[config.mk]
export PLATFORM = sky130hd
export DESIGN_NAME = sysctl_port_regs
export DESIGN_NICKNAME = d
export VERILOG_FILES = /design/src/rtl/sysctl_pkg.sv /design/src/rtl/sysctl_port_decode.sv /design/src/rtl/sysctl_access_fsm.sv /design/src/rtl/sysctl_ctl_regs.sv /design/src/rtl/sysctl_rd_path.sv /design/src/rtl/sysctl_port_regs.sv
export SDC_FILE = /design/constraint.sdc
export NUM_CORES = 1
export LEC_CHECK = 0
export BUFFER_PORTS_ARGS = -buffer_cell sky130_fd_sc_hd__buf_2
export CAP_MARGIN = 10
export CORE_MARGIN = 3
export CORE_UTILIZATION = 30
export CTS_BUF_LIST = sky130_fd_sc_hd__clkbuf_4 sky130_fd_sc_hd__clkbuf_8
export DETAILED_ROUTE_END_ITERATION = 10
export PLACE_DENSITY = 0.55
export RECOVER_POWER = 100
export SYNTH_ARGS = -nofsm -noshare
export SYNTH_HDL_FRONTEND = slang
export SYNTH_SLANG_ARGS = --single-unit
export TNS_END_PERCENT = 5
[constraint.sdc]
create_clock -name clk -period 2.5 [get_ports clk]
set_input_delay 0.5 -clock clk [delete_from_list [all_inputs] [get_ports clk]]
set_output_delay 0.5 -clock clk [all_outputs]
set_load 0.02 [all_outputs]
[src/rtl/sysctl_pkg.sv]
package sysctl_pkg;

    typedef enum logic [3:0] {
        SEL_NONE,
        SEL_SPECIAL,
        SEL_CPU_CFG,
        SEL_MOD_FEAT,
        SEL_MOD_STAT,
        SEL_EQUIP,
        SEL_LIGHT,
        SEL_LOCK_A,
        SEL_LOCK_B,
        SEL_CACHE_INV,
        SEL_KEYSW,
        SEL_SYSCTL,
        SEL_CACHE_STAT,
        SEL_MAP
    } port_sel_e;

    typedef enum logic [1:0] {
        ST_IDLE,
        ST_WRITE,
        ST_READ
    } acc_state_e;

    localparam int SYSCTL_W = 4;

endpackage

[src/rtl/sysctl_port_decode.sv]
module sysctl_port_decode
    import sysctl_pkg::*;
#(
    parameter int ADDR_W = 16,
    parameter logic [ADDR_W-1:0] PORT_SPECIAL    = 'h092,
    parameter logic [ADDR_W-1:0] PORT_CPU_CFG    = 'h800,
    parameter logic [ADDR_W-1:0] PORT_MOD_FEAT   = 'h802,
    parameter logic [ADDR_W-1:0] PORT_MOD_STAT   = 'h803,
    parameter logic [ADDR_W-1:0] PORT_EQUIP      = 'h80C,
    parameter logic [ADDR_W-1:0] PORT_LIGHT      = 'h808,
    parameter logic [ADDR_W-1:0] PORT_LOCK_A     = 'h810,
    parameter logic [ADDR_W-1:0] PORT_LOCK_B     = 'h812,
    parameter logic [ADDR_W-1:0] PORT_CACHE_INV  = 'h814,
    parameter logic [ADDR_W-1:0] PORT_KEYSW      = 'h818,
    parameter logic [ADDR_W-1:0] PORT_SYSCTL     = 'h81C,
    parameter logic [ADDR_W-1:0] PORT_CACHE_STAT = 'h823,
    parameter logic [ADDR_W-1:0] PORT_MAP        = 'h850
) (
    input  logic [ADDR_W-1:0] addr,
    output port_sel_e         sel
);

    // Full-width compare: no aliasing on upper address bits.
    always_comb begin
        if      (addr == PORT_SPECIAL)    sel = SEL_SPECIAL;
        else if (addr == PORT_CPU_CFG)    sel = SEL_CPU_CFG;
        else if (addr == PORT_MOD_FEAT)   sel = SEL_MOD_FEAT;
        else if (addr == PORT_MOD_STAT)   sel = SEL_MOD_STAT;
        else if (addr == PORT_EQUIP)      sel = SEL_EQUIP;
        else if (addr == PORT_LIGHT)      sel = SEL_LIGHT;
        else if (addr == PORT_LOCK_A)     sel = SEL_LOCK_A;
        else if (addr == PORT_LOCK_B)     sel = SEL_LOCK_B;
        else if (addr == PORT_CACHE_INV)  sel = SEL_CACHE_INV;
        else if (addr == PORT_KEYSW)      sel = SEL_KEYSW;
        else if (addr == PORT_SYSCTL)     sel = SEL_SYSCTL;
        else if (addr == PORT_CACHE_STAT) sel = SEL_CACHE_STAT;
        else if (addr == PORT_MAP)        sel = SEL_MAP;
        else                              sel = SEL_NONE;
    end

endmodule

[src/rtl/sysctl_access_fsm.sv]
module sysctl_access_fsm
    import sysctl_pkg::*;
(
    input  logic      clk,
    input  logic      rst_n,
    input  logic      wr_stb,
    input  logic      rd_stb,
    input  port_sel_e sel,
    output logic      wr_en,
    output logic      rd_en,
    output logic      lock_a,
    output logic      lock_b
);

    acc_state_e state_q, state_d;
    port_sel_e  sel_q;

    // Accept a strobe only when it is alone.
    assign wr_en = wr_stb & ~rd_stb;
    assign rd_en = rd_stb & ~wr_stb;

    // go_write / go_read / go_idle, from any state
    always_comb begin
        if (wr_en)      state_d = ST_WRITE;
        else if (rd_en) state_d = ST_READ;
        else            state_d = ST_IDLE;
    end

    always_ff @(posedge clk or negedge rst_n) begin
        if (!rst_n) begin
            state_q <= ST_IDLE;
            sel_q   <= SEL_NONE;
        end else begin
            state_q <= state_d;
            sel_q   <= sel;
        end
    end

    // Moore outputs: pulses live for the single ST_WRITE cycle.
    always_comb begin
        lock_a = 1'b0;
        lock_b = 1'b0;
        unique case (state_q)
            ST_IDLE:  ;
            ST_READ:  ;
            ST_WRITE: begin
                lock_a = (sel_q == SEL_LOCK_A);
                lock_b = (sel_q == SEL_LOCK_B);
            end
            default:  ;
        endcase
    end

endmodule

[src/rtl/sysctl_ctl_regs.sv]
module sysctl_ctl_regs
    import sysctl_pkg::*;
#(
    parameter int DATA_W = 8
) (
    input  logic                clk,
    input  logic                rst_n,
    input  logic                wr_en,
    input  port_sel_e           sel,
    input  logic [DATA_W-1:0]   wdata,
    output logic                rst_req,
    output logic                endian_le,
    output logic                light,
    output logic [SYSCTL_W-1:0] sysctl,
    output logic                map_mode
);

    localparam int RST_BIT    = 0;
    localparam int ENDIAN_BIT = 1;

    always_ff @(posedge clk or negedge rst_n) begin
        if (!rst_n) begin
            rst_req   <= 1'b0;
            endian_le <= 1'b0;
            light     <= 1'b0;
            sysctl    <= '0;
            map_mode  <= 1'b0;
        end else if (wr_en) begin
            case (sel)
                SEL_SPECIAL: begin
                    rst_req   <= wdata[RST_BIT];
                    endian_le <= wdata[ENDIAN_BIT];
                end
                SEL_LIGHT:  light    <= wdata[0];
                SEL_SYSCTL: sysctl   <= wdata[SYSCTL_W-1:0];
                SEL_MAP:    map_mode <= wdata[0];
                default:    ;
            endcase
        end
    end

endmodule

[src/rtl/sysctl_rd_path.sv]
module sysctl_rd_path
    import sysctl_pkg::*;
#(
    parameter int DATA_W = 8,
    parameter logic [DATA_W-1:0] VAL_CPU_CFG    = 'hEF,
    parameter logic [DATA_W-1:0] VAL_MOD_FEAT   = 'hAD,
    parameter logic [DATA_W-1:0] VAL_MOD_STAT   = 'hE0,
    parameter logic [DATA_W-1:0] VAL_EQUIP      = 'h3C,
    parameter logic [DATA_W-1:0] VAL_EXT_FEAT   = 'h39,
    parameter logic [DATA_W-1:0] VAL_KEYSW      = 'h00,
    parameter logic [DATA_W-1:0] VAL_CACHE_STAT = 'h03
) (
    input  logic                clk,
    input  logic                rst_n,
    input  logic                rd_en,
    input  port_sel_e           sel,
    input  logic [SYSCTL_W-1:0] sysctl,
    input  logic                map_mode,
    output logic [DATA_W-1:0]   rdata
);

    logic [DATA_W-1:0] rd_val;

    always_comb begin
        unique case (sel)
            SEL_SPECIAL:    rd_val = '0;
            SEL_CPU_CFG:    rd_val = VAL_CPU_CFG;
            SEL_MOD_FEAT:   rd_val = VAL_MOD_FEAT;
            SEL_MOD_STAT:   rd_val = VAL_MOD_STAT;
            SEL_EQUIP:      rd_val = VAL_EQUIP;
            SEL_LOCK_A:     rd_val = VAL_EXT_FEAT;
            SEL_KEYSW:      rd_val = VAL_KEYSW;
            SEL_SYSCTL:     rd_val = {{(DATA_W-SYSCTL_W){1'b0}}, sysctl};
            SEL_CACHE_STAT: rd_val = VAL_CACHE_STAT;
            SEL_MAP:        rd_val = {{(DATA_W-1){1'b0}}, map_mode};
            default:        rd_val = '1;
        endcase
    end

    always_ff @(posedge clk or negedge rst_n) begin
        if (!rst_n)     rdata <= '0;
        else if (rd_en) rdata <= rd_val;
    end

endmodule

[src/rtl/sysctl_port_regs.sv]
module sysctl_port_regs
    import sysctl_pkg::*;
#(
    parameter int ADDR_W = 16,
    parameter int DATA_W = 8,
    parameter logic [ADDR_W-1:0] PORT_SPECIAL = 'h092,
    parameter logic [ADDR_W-1:0] PORT_LOCK_A  = 'h810,
    parameter logic [ADDR_W-1:0] PORT_LOCK_B  = 'h812,
    parameter logic [ADDR_W-1:0] PORT_SYSCTL  = 'h81C,
    parameter logic [ADDR_W-1:0] PORT_MAP     = 'h850
) (
    input  logic              clk,
    input  logic              rst_n,
    input  logic [ADDR_W-1:0] io_addr,
    input  logic              io_wr,
    input  logic              io_rd,
    input  logic [DATA_W-1:0] io_wdata,
    output logic [DATA_W-1:0] io_rdata,
    output logic              rst_req,
    output logic              endian_le,
    output logic              disk_light,
    output logic              lock_a_pulse,
    output logic              lock_b_pulse,
    output logic              map_noncontig
);

    port_sel_e           sel;
    logic                wr_en, rd_en;
    logic [SYSCTL_W-1:0] sysctl;

    sysctl_port_decode #(
        .ADDR_W(ADDR_W), .PORT_SPECIAL(PORT_SPECIAL), .PORT_LOCK_A(PORT_LOCK_A),
        .PORT_LOCK_B(PORT_LOCK_B), .PORT_SYSCTL(PORT_SYSCTL), .PORT_MAP(PORT_MAP)
    ) u_decode (
        .addr(io_addr),
        .sel (sel)
    );

    sysctl_access_fsm u_fsm (
        .clk   (clk),
        .rst_n (rst_n),
        .wr_stb(io_wr),
        .rd_stb(io_rd),
        .sel   (sel),
        .wr_en (wr_en),
        .rd_en (rd_en),
        .lock_a(lock_a_pulse),
        .lock_b(lock_b_pulse)
    );

    sysctl_ctl_regs #(.DATA_W(DATA_W)) u_regs (
        .clk      (clk),
        .rst_n    (rst_n),
        .wr_en    (wr_en),
        .sel      (sel),
        .wdata    (io_wdata),
        .rst_req  (rst_req),
        .endian_le(endian_le),
        .light    (disk_light),
        .sysctl   (sysctl),
        .map_mode (map_noncontig)
    );

    sysctl_rd_path #(.DATA_W(DATA_W)) u_rd (
        .clk     (clk),
        .rst_n   (rst_n),
        .rd_en   (rd_en),
        .sel     (sel),
        .sysctl  (sysctl),
        .map_mode(map_noncontig),
        .rdata   (io_rdata)
    );

endmodule

Word level (Yosys, flattened, before mapping)
Index checks and enable logic that the tools add are counted.
{"block": "classes", "addsub": 0, "n_mul": 0, "div_mod_pow": 0, "mux": 18, "n_shift": 0, "order_cmp": 0, "bitwise_logic": 4, "n_eq_ne": 27, "n_reduce_logical": 5}
{"op": "== test 16 x 12 -> 1 bit, second input constant", "count": 12}
{"op": "case mux 8 bit (9 select lines)", "count": 1}
{"op": "two-way mux 4 bit", "count": 13}
{"op": "== test 4 x 3 -> 1 bit, second input constant", "count": 5}
{"op": "== test 4 bit, second input constant", "count": 5}
{"op": "== test 16 x 8 -> 1 bit, second input constant", "count": 1}
{"op": "== test 4 x 2 -> 1 bit, second input constant", "count": 2}
{"op": "AND reduction 2 bit", "count": 4}
{"op": "== test 4 x 1 -> 1 bit, second input constant", "count": 1}
{"op": "two-way mux 2 bit", "count": 2}
{"op": "AND 1 bit", "count": 2}
{"op": "== test 2 x 1 -> 1 bit, second input constant", "count": 1}
{"op": "two-way mux 1 bit", "count": 2}
{"op": "inverter 1 bit", "count": 2}
{"op": "OR reduction 2 bit", "count": 1}
{"block": "totals", "ramBits": 0, "mem_bits_ro": 0, "wordCells": 62, "inputBits": 28, "register_bits": 22, "latchBits": 0, "output_inout_bits": 14, "memories": 0}

Depth between registers and ports, before layout
{"block": "logic_depth", "ltp_word": 17, "mapped_depth": 8, "mapped_depth_nobuf": 6}

Modules after synthesis
From an unflattened synthesis, not the netlist that was laid out.
{"block": "unflattened", "cells_unflattened": 128, "area_unflattened_um2": 1340.0}
{"module": "sysctl_rd_path", "n_inst": 1, "area_each_um2": 541.8, "cells_per_inst": 57, "seq_area_each_um2": 200.2}
{"module": "sysctl_ctl_regs", "n_inst": 1, "area_each_um2": 359.1, "cells_per_inst": 23, "seq_area_each_um2": 200.2}
{"module": "sysctl_port_decode", "n_inst": 1, "area_each_um2": 231.5, "cells_per_inst": 35, "seq_area_each_um2": 0.0}
{"module": "sysctl_access_fsm", "n_inst": 1, "area_each_um2": 207.7, "cells_per_inst": 13, "seq_area_each_um2": 150.1}

Worst setup path after synthesis
OpenSTA, ideal clock, no wires.
{"block": "synth_path", "kind": "input port to flip-flop", "from": "in io_addr[14]", "to": "reg u_regs.sysctl[0]", "setup_ns": 0.125, "required_ns": 2.375, "t_arrival_ns": 2.139, "path_buffers": 1, "cell_stages": 6, "slack_ns": 0.236, "path_cell_list": "or4_4 or2_4 o21ai_4 and3_1 buf_2 mux2_2"}
{"block": "synth_via", "elab_chain_len": 16}
{"element": "start, declared", "line": "sysctl_port_regs.sv:14", "source": "input logic [ADDR_W-1:0] io_addr,"}
{"element": "== test 16 x 12 -> 1 bit", "line": "sysctl_port_decode.sv:37", "source": "else if (addr == PORT_MAP) sel = SEL_MAP;"}
{"element": "two-way mux 4 bit", "line": "sysctl_port_decode.sv:37"}
{"element": "two-way mux 4 bit", "line": "sysctl_port_decode.sv:36", "source": "else if (addr == PORT_CACHE_STAT) sel = SEL_CACHE_STAT;"}
{"element": "two-way mux 4 bit", "line": "sysctl_port_decode.sv:35", "source": "else if (addr == PORT_SYSCTL) sel = SEL_SYSCTL;"}
{"element": "two-way mux 4 bit", "line": "sysctl_port_decode.sv:34", "source": "else if (addr == PORT_KEYSW) sel = SEL_KEYSW;"}
{"element": "two-way mux 4 bit", "line": "sysctl_port_decode.sv:33", "source": "else if (addr == PORT_CACHE_INV) sel = SEL_CACHE_INV;"}
{"element": "two-way mux 4 bit", "line": "sysctl_port_decode.sv:32", "source": "else if (addr == PORT_LOCK_B) sel = SEL_LOCK_B;"}
{"element": "two-way mux 4 bit", "line": "sysctl_port_decode.sv:31", "source": "else if (addr == PORT_LOCK_A) sel = SEL_LOCK_A;"}
{"element": "two-way mux 4 bit", "line": "sysctl_port_decode.sv:30", "source": "else if (addr == PORT_LIGHT) sel = SEL_LIGHT;"}
{"element": "two-way mux 4 bit", "line": "sysctl_port_decode.sv:29", "source": "else if (addr == PORT_EQUIP) sel = SEL_EQUIP;"}
{"element": "two-way mux 4 bit", "line": "sysctl_port_decode.sv:28", "source": "else if (addr == PORT_MOD_STAT) sel = SEL_MOD_STAT;"}
{"element": "two-way mux 4 bit", "line": "sysctl_port_decode.sv:27", "source": "else if (addr == PORT_MOD_FEAT) sel = SEL_MOD_FEAT;"}
{"element": "two-way mux 4 bit", "line": "sysctl_port_decode.sv:26", "source": "else if (addr == PORT_CPU_CFG) sel = SEL_CPU_CFG;"}
{"element": "two-way mux 4 bit (*)", "line": "sysctl_port_decode.sv:25", "source": "if (addr == PORT_SPECIAL) sel = SEL_SPECIAL;"}
{"element": "== test 4 bit (*)", "line": "sysctl_ctl_regs.sv:29", "source": "case (sel)"}
{"element": "AND reduction 2 bit (no line) (*)"}
{"element": "end signal, assigned", "line": "sysctl_ctl_regs.sv:35", "source": "SEL_SYSCTL: sysctl <= wdata[SYSCTL_W-1:0];"}
{"element": "end, declared", "line": "sysctl_ctl_regs.sv:14", "source": "output logic [SYSCTL_W-1:0] sysctl,"}
Mark *: on every way between the ends. The rest lies on a longest branch, timed or not.
A chain may end at the register's enable or synchronous reset.

Worst setup path in the final report
{"block": "layout_path", "from": "in io_addr[14]", "to": "reg u_regs.endian_le"}
{"block": "layout_via", "elab_chain_len": 16}
{"element": "== test 16 x 12 -> 1 bit", "line": "sysctl_port_decode.sv:37"}
{"element": "two-way mux 4 bit", "line": "sysctl_port_decode.sv:37"}
{"element": "two-way mux 4 bit", "line": "sysctl_port_decode.sv:36"}
{"element": "two-way mux 4 bit", "line": "sysctl_port_decode.sv:35"}
{"element": "two-way mux 4 bit", "line": "sysctl_port_decode.sv:34"}
{"element": "two-way mux 4 bit", "line": "sysctl_port_decode.sv:33"}
{"element": "two-way mux 4 bit", "line": "sysctl_port_decode.sv:32"}
{"element": "two-way mux 4 bit", "line": "sysctl_port_decode.sv:31"}
{"element": "two-way mux 4 bit", "line": "sysctl_port_decode.sv:30"}
{"element": "two-way mux 4 bit", "line": "sysctl_port_decode.sv:29"}
{"element": "two-way mux 4 bit", "line": "sysctl_port_decode.sv:28"}
{"element": "two-way mux 4 bit", "line": "sysctl_port_decode.sv:27"}
{"element": "two-way mux 4 bit", "line": "sysctl_port_decode.sv:26"}
{"element": "two-way mux 4 bit (*)", "line": "sysctl_port_decode.sv:25"}
{"element": "net sel[0]", "line": "sysctl_port_regs.sv:27", "source": "port_sel_e sel;"}
{"element": "== test 4 x 1 -> 1 bit (*)", "line": "sysctl_ctl_regs.sv:29"}
{"element": "AND reduction 2 bit (no line) (*)"}
{"element": "end signal, assigned", "line": "sysctl_ctl_regs.sv:32", "source": "endian_le <= wdata[ENDIAN_BIT];"}
{"element": "end, declared", "line": "sysctl_ctl_regs.sv:12", "source": "output logic endian_le,"}
Mark *: on every way through the listed nets, which the timed path passes. The rest lies on a longest branch.

==> summary.md <==
| Metric | Value |
|---|---|
| Post-route DRC | `0` |
| Ant. Diodes | `0` |
| First-pass GRT wire length | `about 5600 um` |
| #FFs+latches synth | `22` |
| # IOs | `42` |
| Final setup fails | `0` |
| Placed Cells incl. Taps | `230` |
| CP max FO | `5` |
| Die Wd | `~73 um` |
| Synth-to-layout area growth | `23.8%` |
| MaxCap Viol Count | `0` |
| Slowest library cell on the worst path | `or4_1` |
| Worst-path clk slew | `about 0.080 ns` |
| WHS | `roughly 0.43 ns` |
| Non-Filler Instances | `234` |
| Synthesized instance count | `141` |
| Clock sinks | `22` |
| Length of the first detailed-routing pass in iterations | `4` |
| Nets | `213` |
| Final worst-path cycle share | `90.2%` |
| CP max stage delay | `0.60 ns` |
| DR vias | `1,242` |
| # resized after CTS | `0` |
| Area leader, netlist | `dfrtp_1` |
| GPL Wtd Cong | `0.872` |
| Max-slew violation count | `0` |
| Dpl hpwl | `2740 um` |
| Final Core Density | `roughly two fifths` |
| Tot GR Track Use | `13.4%` |
| DR WL/cell | `14.6 um` |
| Cts bufs inserted | `3` |
| Via density | `5.31` |
| Post-synth top flop | `dfrtp_1` |
| Pleak | `0.716 nW` |
| RSZ-0062 raised after global routing | `no` |
| Total Wirelength | `~3400 um` |
| H-Tree Depth | `1` |
| Yosys synthesis warning count | `0` |
| CP startpoint | `io_addr[14]` |
| Clock Root Buffer | `clkbuf_8` |
| HP Class | `input pin to async pin` |
| Synth async-reset ratio | `100%` |
| EDFF count, synth | `0` |
| Worst path cell trace | `buf_2 > or4_1 > or3_1 > o22ai_2 > o211ai_1 > mux2_1` |
| Max VDD drop | `a little under 0.3 mV` |
| PnR worst setup slack | `around 0.24 ns` |
| Critical Path End Type | `flip-flop` |
| Crit path required time | `about 2.6 ns` |
| Library cells used by synthesis | `45` |
| Slew at the pin closest to its max-slew limit | `around 1.1 ns` |
| Total global routing overflow | `0` |
| Initial cell density of the core | `between 30% and 40%` |
| Setup_tns | `0 ns` |
| Run status | `finished clean` |
| Post-Syn Nets | `~170` |
| F_max | `between 0.4 and 0.5 GHz` |
| Clk_lat worst skew | `0.26 ns` |
| Reg2reg start | `u_regs.map_mode` |
| Worst Path Arrival | `2.40 ns` |
| Detailed Route Iter0 Violations | `46` |
| Pre-CTS WS | `0.0709 ns` |
| # rows | `23` |
| Pin count of the biggest net entering global routing | `23` |
| Area of the mapped netlist | `~1300 um2` |
| Synth Area per Inst | `approximately 9.5 um2` |
| Area contributors post-synth | `dfrtp_1 (41%), mux2_1 (4.2%), nor2_1 (3.9%)` |
| Post-CTS setup buffer count | `0` |
| Startpoint types | `input pin` |
| Clock buffer depth | `2` |
| Final Hold Fails | `0` |
| Layout cell share with drive strength beyond 1 | `around 25%` |
| Hold_buf cts | `0` |
| Fin crit period | `around 2.3 ns` |
| Worst rel slew slack | `approximately a quarter` |
| CTS tree | `built` |
| Die ar. | `5330 um2` |
| Pwr/cell area | `roughly 460 nW/um2` |
| Worst Skew | `around 0.0072 ns` |
| Die span in y | `between 70 and 80 um` |
| Vias in the first global route | `1,167` |
| Setup CP Type | `input pin to flip-flop` |
| Core area | `4170 um2` |
| Synth top area share | `between 40 and 50%` |
| Post-route ant nets | `0` |
| PortBufs | `37` |
| Initial antenna violation count | `0` |
| Register area share after synthesis | `between 40% and 50%` |
[report_power, final]
part           internal [mW]  switching [mW]
registers              0.357        0.000406
logic                 0.0351          0.0519
clock network          0.214           0.111
total                  0.606           0.163
[layer usage]
metal / part of all wire, % / global-route usage, % / wire length, um
met5: 0 / 0 / 0
met1: 45 / 18.5 / 1550
met3: 7.0 / 4.13 / 239
met2: 45 / 20.4 / 1540
met4: 2.5 / 3.48 / 86
[placed cells by master (no fill, tap or decap), types with 3 or more instances in the layout]
cell | Yosys | final
a21oi_1 | 9 | 9
a31oi_1 | 4 | 4
and3_1 | 6 | 6
buf_2 | 3 | 22
buf_4 | 1 | 9
clkbuf_1 | 5 | 17
clkbuf_8 | 0 | 3
dfrtp_1 | 22 | 22
inv_1 | 4 | 4
mux2_1 | 5 | 5
mux2_2 | 4 | 4
nand2b_1 | 4 | 4
nand3_1 | 8 | 8
nand4_1 | 3 | 3
nor2_1 | 14 | 14
nor3_1 | 3 | 3
o21ai_0 | 9 | 9
[cell usage after synthesis, drive strengths merged, types with 2 or more instances]
cell type and count:
dfrtp 22, nor3 4, nor2 14, buf 4
nand3 8, clkbuf 5, a31oi 4, nand4 3
nor2b 2, nand2 2, o2111ai 2, nand3b 2
a21o 2, and2 2, nand2b 4, nor4b 3
or3 2, inv 4, and3 6, o21ai 10
a21oi 9, nor3b 2, mux2 9
[worst paths after layout]
check                           slack (ns)               end  cells after the start
max in group asynchronous             1.38    u_regs.rst_req                      1
worst min-delay path                  0.43    u_fsm.sel_q[3]                      1
min in group clk                      0.46  u_regs.sysctl[3]                      2
worst max-delay path                  0.24  u_regs.endian_le                      6
worst min register to register        0.49    u_regs.rst_req                      1
worst max register to register        1.41     u_rd.rdata[0]                      4
[critical path, delay by kind of cell]
family / cells / cell delay [ns]
mux: 1 / 0.34
buf+inv: 1 / 0.09
simple gates: 2 / 1.09
compound gates: 2 / 0.37
[final cells by class]
type                            count  area, um2
Inverter                            4       15.0
Clock inverter                      1       30.0
Clock buffer                        3       41.3
Tap cell                           50       62.6
Sequential cell                    22        551
Timing Repair Buffer               48        241
Fill cell                         431       2510
Multi-Input combinational cell    106        726
[state kept, by name, summed over array words and instances (netlist names)]
signal / count
u_regs.sysctl: 4
u_regs.light: 1
u_regs.endian_le: 1
u_regs.map_mode: 1
u_rd.rdata: 8
u_fsm.state_q: 2
u_regs.rst_req: 1
u_fsm.sel_q: 4
[cell families after synthesis]
group                  after synthesis  share of synthesized area (%)
AO/OA/AOI/OAI                       34                           17.5
XOR/XNOR                             1                          0.651
buffers and inverters               13                           4.18
flip-flops                          22                           40.9
multiplexers                        10                           8.27
AND/OR/NAND/NOR                     61                           28.5
[through the flow]
stage / cell area [um2] / power, mW
final: 1670 / 0.769
after global routing: 1670 / 0.807
after CTS: 1710 / 0.783
after detailed placement: 1640 / 0.455
after global placement: 1640 / 0.453
after floorplan: 1350 / 0.411
(Power assumes the default switching activity.)
